## config.mk

```make
export PLATFORM = sky130hd
export DESIGN_NAME = hsync_gate_gen
export DESIGN_NICKNAME = d
export VERILOG_FILES = /design/src/rtl/hgate_pkg.sv /design/src/rtl/hsync_edge_sel.sv /design/src/rtl/gate_timer.sv /design/src/rtl/hsync_gate_gen.sv
export SDC_FILE = /design/constraint.sdc
export NUM_CORES = 1
export LEC_CHECK = 0
export BUFFER_PORTS_ARGS = -buffer_cell sky130_fd_sc_hd__buf_4
export CORE_ASPECT_RATIO = 2
export CORE_MARGIN = 2
export CORE_UTILIZATION = 45
export DETAILED_ROUTE_END_ITERATION = 16
export PLACE_DENSITY_LB_ADDON = 0.15
export SETUP_SLACK_MARGIN = 0.1
export SLEW_MARGIN = 25
export SYNTH_ARGS = -nofsm -noshare
export SYNTH_HDL_FRONTEND = slang
export SYNTH_HIERARCHICAL = 1
export SYNTH_SLANG_ARGS = --single-unit
```

## constraint.sdc

```tcl
create_clock -name clk -period 4.4 [get_ports clk]
set_input_delay 0.66 -clock clk [delete_from_list [all_inputs] [get_ports clk]]
set_output_delay 0.66 -clock clk [all_outputs]
set_load 0.03 [all_outputs]
```

## src/rtl/hgate_pkg.sv

```systemverilog
package hgate_pkg;

    typedef enum logic [1:0] {
        SRC_HD_A = 2'd0,
        SRC_HD_B = 2'd1,
        SRC_VD   = 2'd2,
        SRC_SEP  = 2'd3
    } sync_src_e;

    typedef enum logic [1:0] {
        GT_IDLE   = 2'd0,
        GT_WAIT   = 2'd1,
        GT_ACTIVE = 2'd2
    } gate_state_e;

    function automatic int span_of(input int start_w, input int len);
        int lim;
        lim = 1 << start_w;
        return (lim > len) ? lim : len;
    endfunction

endpackage

```

## src/rtl/hsync_edge_sel.sv

```systemverilog
module hsync_edge_sel
    import hgate_pkg::*;
(
    input  logic       clk,
    input  logic       rst_n,
    input  logic       hd_i,
    input  logic       vd_csync_i,
    input  logic       sep_sync_i,
    input  logic [1:0] src_i,
    output logic       edge_o
);

    logic pick;
    logic sync_q;
    logic sync_prev_q;

    // source multiplexer
    always_comb begin
        unique case (sync_src_e'(src_i))
            SRC_HD_A, SRC_HD_B: pick = hd_i;
            SRC_VD:             pick = vd_csync_i;
            SRC_SEP:            pick = sep_sync_i;
            default:            pick = hd_i;
        endcase
    end

    // one sampling stage plus one history stage
    always_ff @(posedge clk or negedge rst_n) begin
        if (!rst_n) begin
            sync_q      <= 1'b0;
            sync_prev_q <= 1'b0;
        end else begin
            sync_q      <= pick;
            sync_prev_q <= sync_q;
        end
    end

    assign edge_o = sync_q & ~sync_prev_q;

endmodule

```

## src/rtl/gate_timer.sv

```systemverilog
module gate_timer
    import hgate_pkg::*;
#(
    parameter int START_W = 6,
    parameter int LEN     = 43
) (
    input  logic               clk,
    input  logic               rst_n,
    input  logic               trig_i,
    input  logic [START_W-1:0] start_i,
    output logic               gate_o
);

    localparam int SPAN  = span_of(START_W, LEN);
    localparam int CNT_W = $clog2(SPAN);
    localparam logic [CNT_W-1:0] LEN_M1 = CNT_W'(LEN - 1);

    gate_state_e          st_q, st_d;
    logic [CNT_W-1:0]     cnt_q, cnt_d;

    // state register
    always_ff @(posedge clk or negedge rst_n) begin
        if (!rst_n) begin
            st_q  <= GT_IDLE;
            cnt_q <= '0;
        end else begin
            st_q  <= st_d;
            cnt_q <= cnt_d;
        end
    end

    // next state: an edge wins in every state
    always_comb begin
        st_d  = st_q;
        cnt_d = cnt_q;
        if (trig_i) begin
            if (start_i == '0) begin
                st_d  = GT_ACTIVE;
                cnt_d = LEN_M1;
            end else begin
                st_d  = GT_WAIT;
                cnt_d = CNT_W'(start_i) - CNT_W'(1);
            end
        end else begin
            unique case (st_q)
                GT_IDLE: begin
                    st_d  = GT_IDLE;
                end
                GT_WAIT: begin
                    if (cnt_q == '0) begin
                        st_d  = GT_ACTIVE;
                        cnt_d = LEN_M1;
                    end else begin
                        cnt_d = cnt_q - CNT_W'(1);
                    end
                end
                GT_ACTIVE: begin
                    if (cnt_q == '0) begin
                        st_d = GT_IDLE;
                    end else begin
                        cnt_d = cnt_q - CNT_W'(1);
                    end
                end
                default: begin
                    st_d  = GT_IDLE;
                    cnt_d = '0;
                end
            endcase
        end
    end

    // outputs
    always_comb begin
        gate_o = (st_q == GT_ACTIVE);
    end

endmodule

```

## src/rtl/hsync_gate_gen.sv

```systemverilog
module hsync_gate_gen
    import hgate_pkg::*;
#(
    parameter int PHASE_W        = 6,
    parameter int ADJ_W          = 4,
    parameter int BURST_LEN_CYC  = 43,
    parameter int CLAMP_BASE_CYC = 80,
    parameter int CLAMP_LEN_CYC  = 37
) (
    input  logic               clk,
    input  logic               rst_n,
    input  logic               hd_i,
    input  logic               vd_csync_i,
    input  logic               sep_sync_i,
    input  logic [1:0]         sync_src_i,
    input  logic [PHASE_W-1:0] bg_phase_i,
    input  logic [ADJ_W-1:0]   clamp_adj_i,
    input  logic               clamp_sel_i,
    input  logic               norm_clamp_i,
    output logic               burst_gate_o,
    output logic               clamp_gate_o
);

    localparam int CL_W = $clog2(CLAMP_BASE_CYC + (1 << ADJ_W));

    logic            sync_edge;
    logic            supp_gate;
    logic [CL_W-1:0] clamp_start;

    hsync_edge_sel u_edge (
        .clk        (clk),
        .rst_n      (rst_n),
        .hd_i       (hd_i),
        .vd_csync_i (vd_csync_i),
        .sep_sync_i (sep_sync_i),
        .src_i      (sync_src_i),
        .edge_o     (sync_edge)
    );

    gate_timer #(
        .START_W (PHASE_W),
        .LEN     (BURST_LEN_CYC)
    ) u_burst (
        .clk     (clk),
        .rst_n   (rst_n),
        .trig_i  (sync_edge),
        .start_i (bg_phase_i),
        .gate_o  (burst_gate_o)
    );

    assign clamp_start = CL_W'(CLAMP_BASE_CYC) + CL_W'(clamp_adj_i);

    gate_timer #(
        .START_W (CL_W),
        .LEN     (CLAMP_LEN_CYC)
    ) u_clamp (
        .clk     (clk),
        .rst_n   (rst_n),
        .trig_i  (sync_edge),
        .start_i (clamp_start),
        .gate_o  (supp_gate)
    );

    always_comb begin
        clamp_gate_o = clamp_sel_i ? supp_gate : norm_clamp_i;
    end

endmodule

```

==> impl_metrics.py <==
metrics = {
    "outcome": {
        "status": "complete, no violations",
    },
    "clock_tree": {
        "clkTransAtPathRegs_ns": 0.07,
        "cts.sinks": 19,
        "cts_tree": "built",
        "cts-buffers-inserted": 3,
        "cts_resized": 0,
        "cts-root-buf": "clkbuf_8",
        "holdBufCountCts": 0,
        "clk_latency_ns": 0.26,
        "cts_htree_levels": 1,
        "cts_setup_buffers": 0,
        "cts_max_path_buffers": 2,
    },
    "sta": {
        "hold_viol": 0,
        "post-route-period-util_pct": 47.3,
        "finalSetupTns_ns": 0,
        "rsz0062_at_grt": "false",
        "worst_slack_ns": 2.32,
        "final_max_slew_viol_count": 0,
        "skew_ns": 0.00178,
        "worstMarginPinSlew_ns": 0.639,
        "fin_crit_ns": 2.08,
        "setup_viol": 0,
        "max_freq_mhz": 480,
        "slew_headroom_pct": 56.8,
    },
    "floorplanning": {
        "die_w_um": 46.2,
        "fp-row-count": 30,
        "ios": 21,
        "initial_core_util_pct": 46.9,
        "die_h_um": 88.4,
        "die-area_mm2": 0.00408,
        "coreArea_mm2": 0.00342,
    },
    "global_routing": {
        "grt_max_degree": 22,
        "grt_usage_pct": 22.6,
        "gr-total-overflow": 0,
        "antenna_found_initial": 0,
        "grt_pass1_wl_mm": 6.85,
        "first_global_vias": 1568,
    },
    "synth": {
        "syn_area_per_cell_um2": 9.00,
        "synth_flop_cell": "dfrtp_1",
        "synthArstFlopShare_pct": 100,
        "synth_edf_count": 0,
        "synth_largest_area_cell": "dfrtp_1",
        "yosys-top-cells-area": "dfrtp_1 (30%), ha_1 (10%), inv_1 (4.4%)",
        "synth.top_cell.area_share_pct": 29.7,
        "yosysWarnings": 6,
        "synthesis.area_mm2": 0.00160,
        "syn_inst": 178,
        "synth-seq-cells": 19,
        "ys_seq_area_share_pct": 29.7,
        "ys_types": 58,
    },
    "detailed_routing": {
        "drt-vias-per-instance": 5.88,
        "ant_nets": 0,
        "wl_per_cell_um": 15.7,
        "top_layer_used": "met4",
        "vias": 1504,
        "wirelength_mm": 4.02,
        "wl_met3_um": 108,
        "met1_length_mm": 1.41,
        "drt_iter0_markers": 37,
        "drc": 0,
        "first_pass_iters": 5,
        "wl_met2_mm": 2.36,
    },
    "critical_path": {
        "critPathLaunchType": "input pin",
        "path_class": "in2reg",
        "crit_chain": "buf_4, inv_1, ha_1, or4b_1, o21ai_2, o21ai_0, a211o_1",
        "critical_path.max_stage_delay_ns": 0.50,
        "cp_slowest_cell": "or4b_1",
        "cp.required_ns": 4.55,
        "crit_arrival_ns": 2.23,
        "cp-end-kind": "flip-flop",
        "cp_max_fo": 6,
    },
    "place": {
        "dp.cells": 252,
        "dp_hpwl_mm": 3.18,
        "dp_slack_ns": 2.06,
        "place_congestion": 0.852,
        "portBuffers": 20,
    },
    "power_and_ir_drop": {
        "power_density_mw_per_mm2": 437,
        "peakVddDrop_uv": 271,
        "leakage_nw": 0.834,
    },
    "cells_and_area": {
        "layout.area.seq_um2": 475,
        "nets": 241,
        "syn_to_final_growth_pct": 17.4,
        "nFillCells": 327,
        "diodes": 0,
        "multi_input_area_mm2": 0.00107,
        "final_cells": 256,
        "drive_gt1_share_pct": 15.4,
    },
    "min_path": {
        "holdCritPathClass": "in2async",
    },
    "job": {
        "cap_violations": 0,
    },
}
[power by group]
part           internal, W  leakage [nW]  switching, W
registers         0.000225         0.240     0.0000676
logic             0.000174         0.572      0.000233
clock network    0.0000645        0.0228     0.0000591
total             0.000464         0.834      0.000359
[path summary, 6_finish.rpt]
kind | start | to | slack [ns] | cells after the start
max in group asynchronous | rst_n | u_burst/cnt_q[1]$_DFFE_PN0P_ | 3.92 | 1
max reg2reg | u_burst/cnt_q[0]$_DFFE_PN0P_ | u_burst/cnt_q[5]$_DFFE_PN0P_ | 2.34 | 6
min in group clk | u_edge/sync_q$_DFF_PN0_ | u_edge/sync_prev_q$_DFF_PN0_ | 0.37 | 0
min reg2reg | u_edge/sync_q$_DFF_PN0_ | u_edge/sync_prev_q$_DFF_PN0_ | 0.37 | 0
min | rst_n | u_clamp/cnt_q[1]$_DFFE_PN0P_ | 0.27 | 1
max | bg_phase_i[0] | u_burst/cnt_q[2]$_DFFE_PN0P_ | 2.32 | 7
[cell usage in the layout (no fill, tap or decap), types with 4 or more instances in the layout]
cell     synthesis  final
o22ai_1          4      4
or3_1            5      5
a21oi_1          7      7
nor4_1           5      5
o21ai_0          7      7
dfrtp_1         19     19
inv_1           19     19
nor2_1          15     15
xnor2_1          4      4
ha_1            13     13
buf_4            0     21
nor3_1           6      6
conb_1           2     11
[stage by stage]
step                      util (%)  hold WS, ns  total power, W  area, um^2
after floorplan                  -        0.347        0.000583        1640
after global placement        53.8        0.355        0.000680        1840
after detailed placement      53.8        0.359        0.000696        1840
after CTS                     55.1        0.275        0.000822        1880
after global routing          55.1        0.281        0.000896        1880
final                         55.1        0.274        0.000823        1880
[kinds of logic (layout without fill, tap and decap cells)]
kind of cell               after synthesis  count (layout)  share of synthesized area (%)
AOI/OAI and AO/OA                       55              55                           26.9
xor gates and xnor gates                 6               6                           3.28
adders and majority gates               13              13                           10.1
buffers and inverters                   23              44                           5.54
DFF                                     19              19                           29.7
muxes                                    4               4                           2.97
other                                    2              11                          0.469
and+or+nand+nor                         56              56                           21.1
[flip-flops by register name, indices dropped and copies added (netlist names)]
signal / flops
u_burst/cnt_q: 6
u_burst/st_q: 2
u_clamp/cnt_q: 7
u_clamp/st_q: 2
u_edge/sync_prev_q: 1
u_edge/sync_q: 1
[layer usage]
metal  vias to the layer above  track usage, %
li1                        724               -
met1                       731            22.0
met2                        36            43.3
met3                        13            2.45
met4                         0            11.2
met5                         -               0
[cell type report]
cell class | instances | share of cell area (%)
clock buffers | 4 | 2.39
inverters | 19 | 3.79
repair buffers | 21 | 8.38
flip-flops and latches | 19 | 25.3
well taps | 48 | 3.19
multi-input cells | 145 | 57.0
[critical path: cells and delay by family]
kind	cells	cell delay (ns)
simple gates	1	0.50
buf+inv	2	0.17
fa+ha+maj	1	0.20
compound gates	3	0.71
[cells in the mapped netlist (3+ instances only)]
library cell  count
a21oi_1           7
dfrtp_1          19
nor2b_1           3
nor2_1           15
inv_1            19
nor3_1            6
or3_1             5
xnor2_1           4
o31a_1            3
nor4b_1           3
nand3_1           3
o311ai_0          3
nor4_1            5
a211o_1           3
o21a_1            3
o22ai_1           4
ha_1             13
o21ai_0           7
a41oi_1           3
Note: power is estimated with default switching activity, not from simulation.
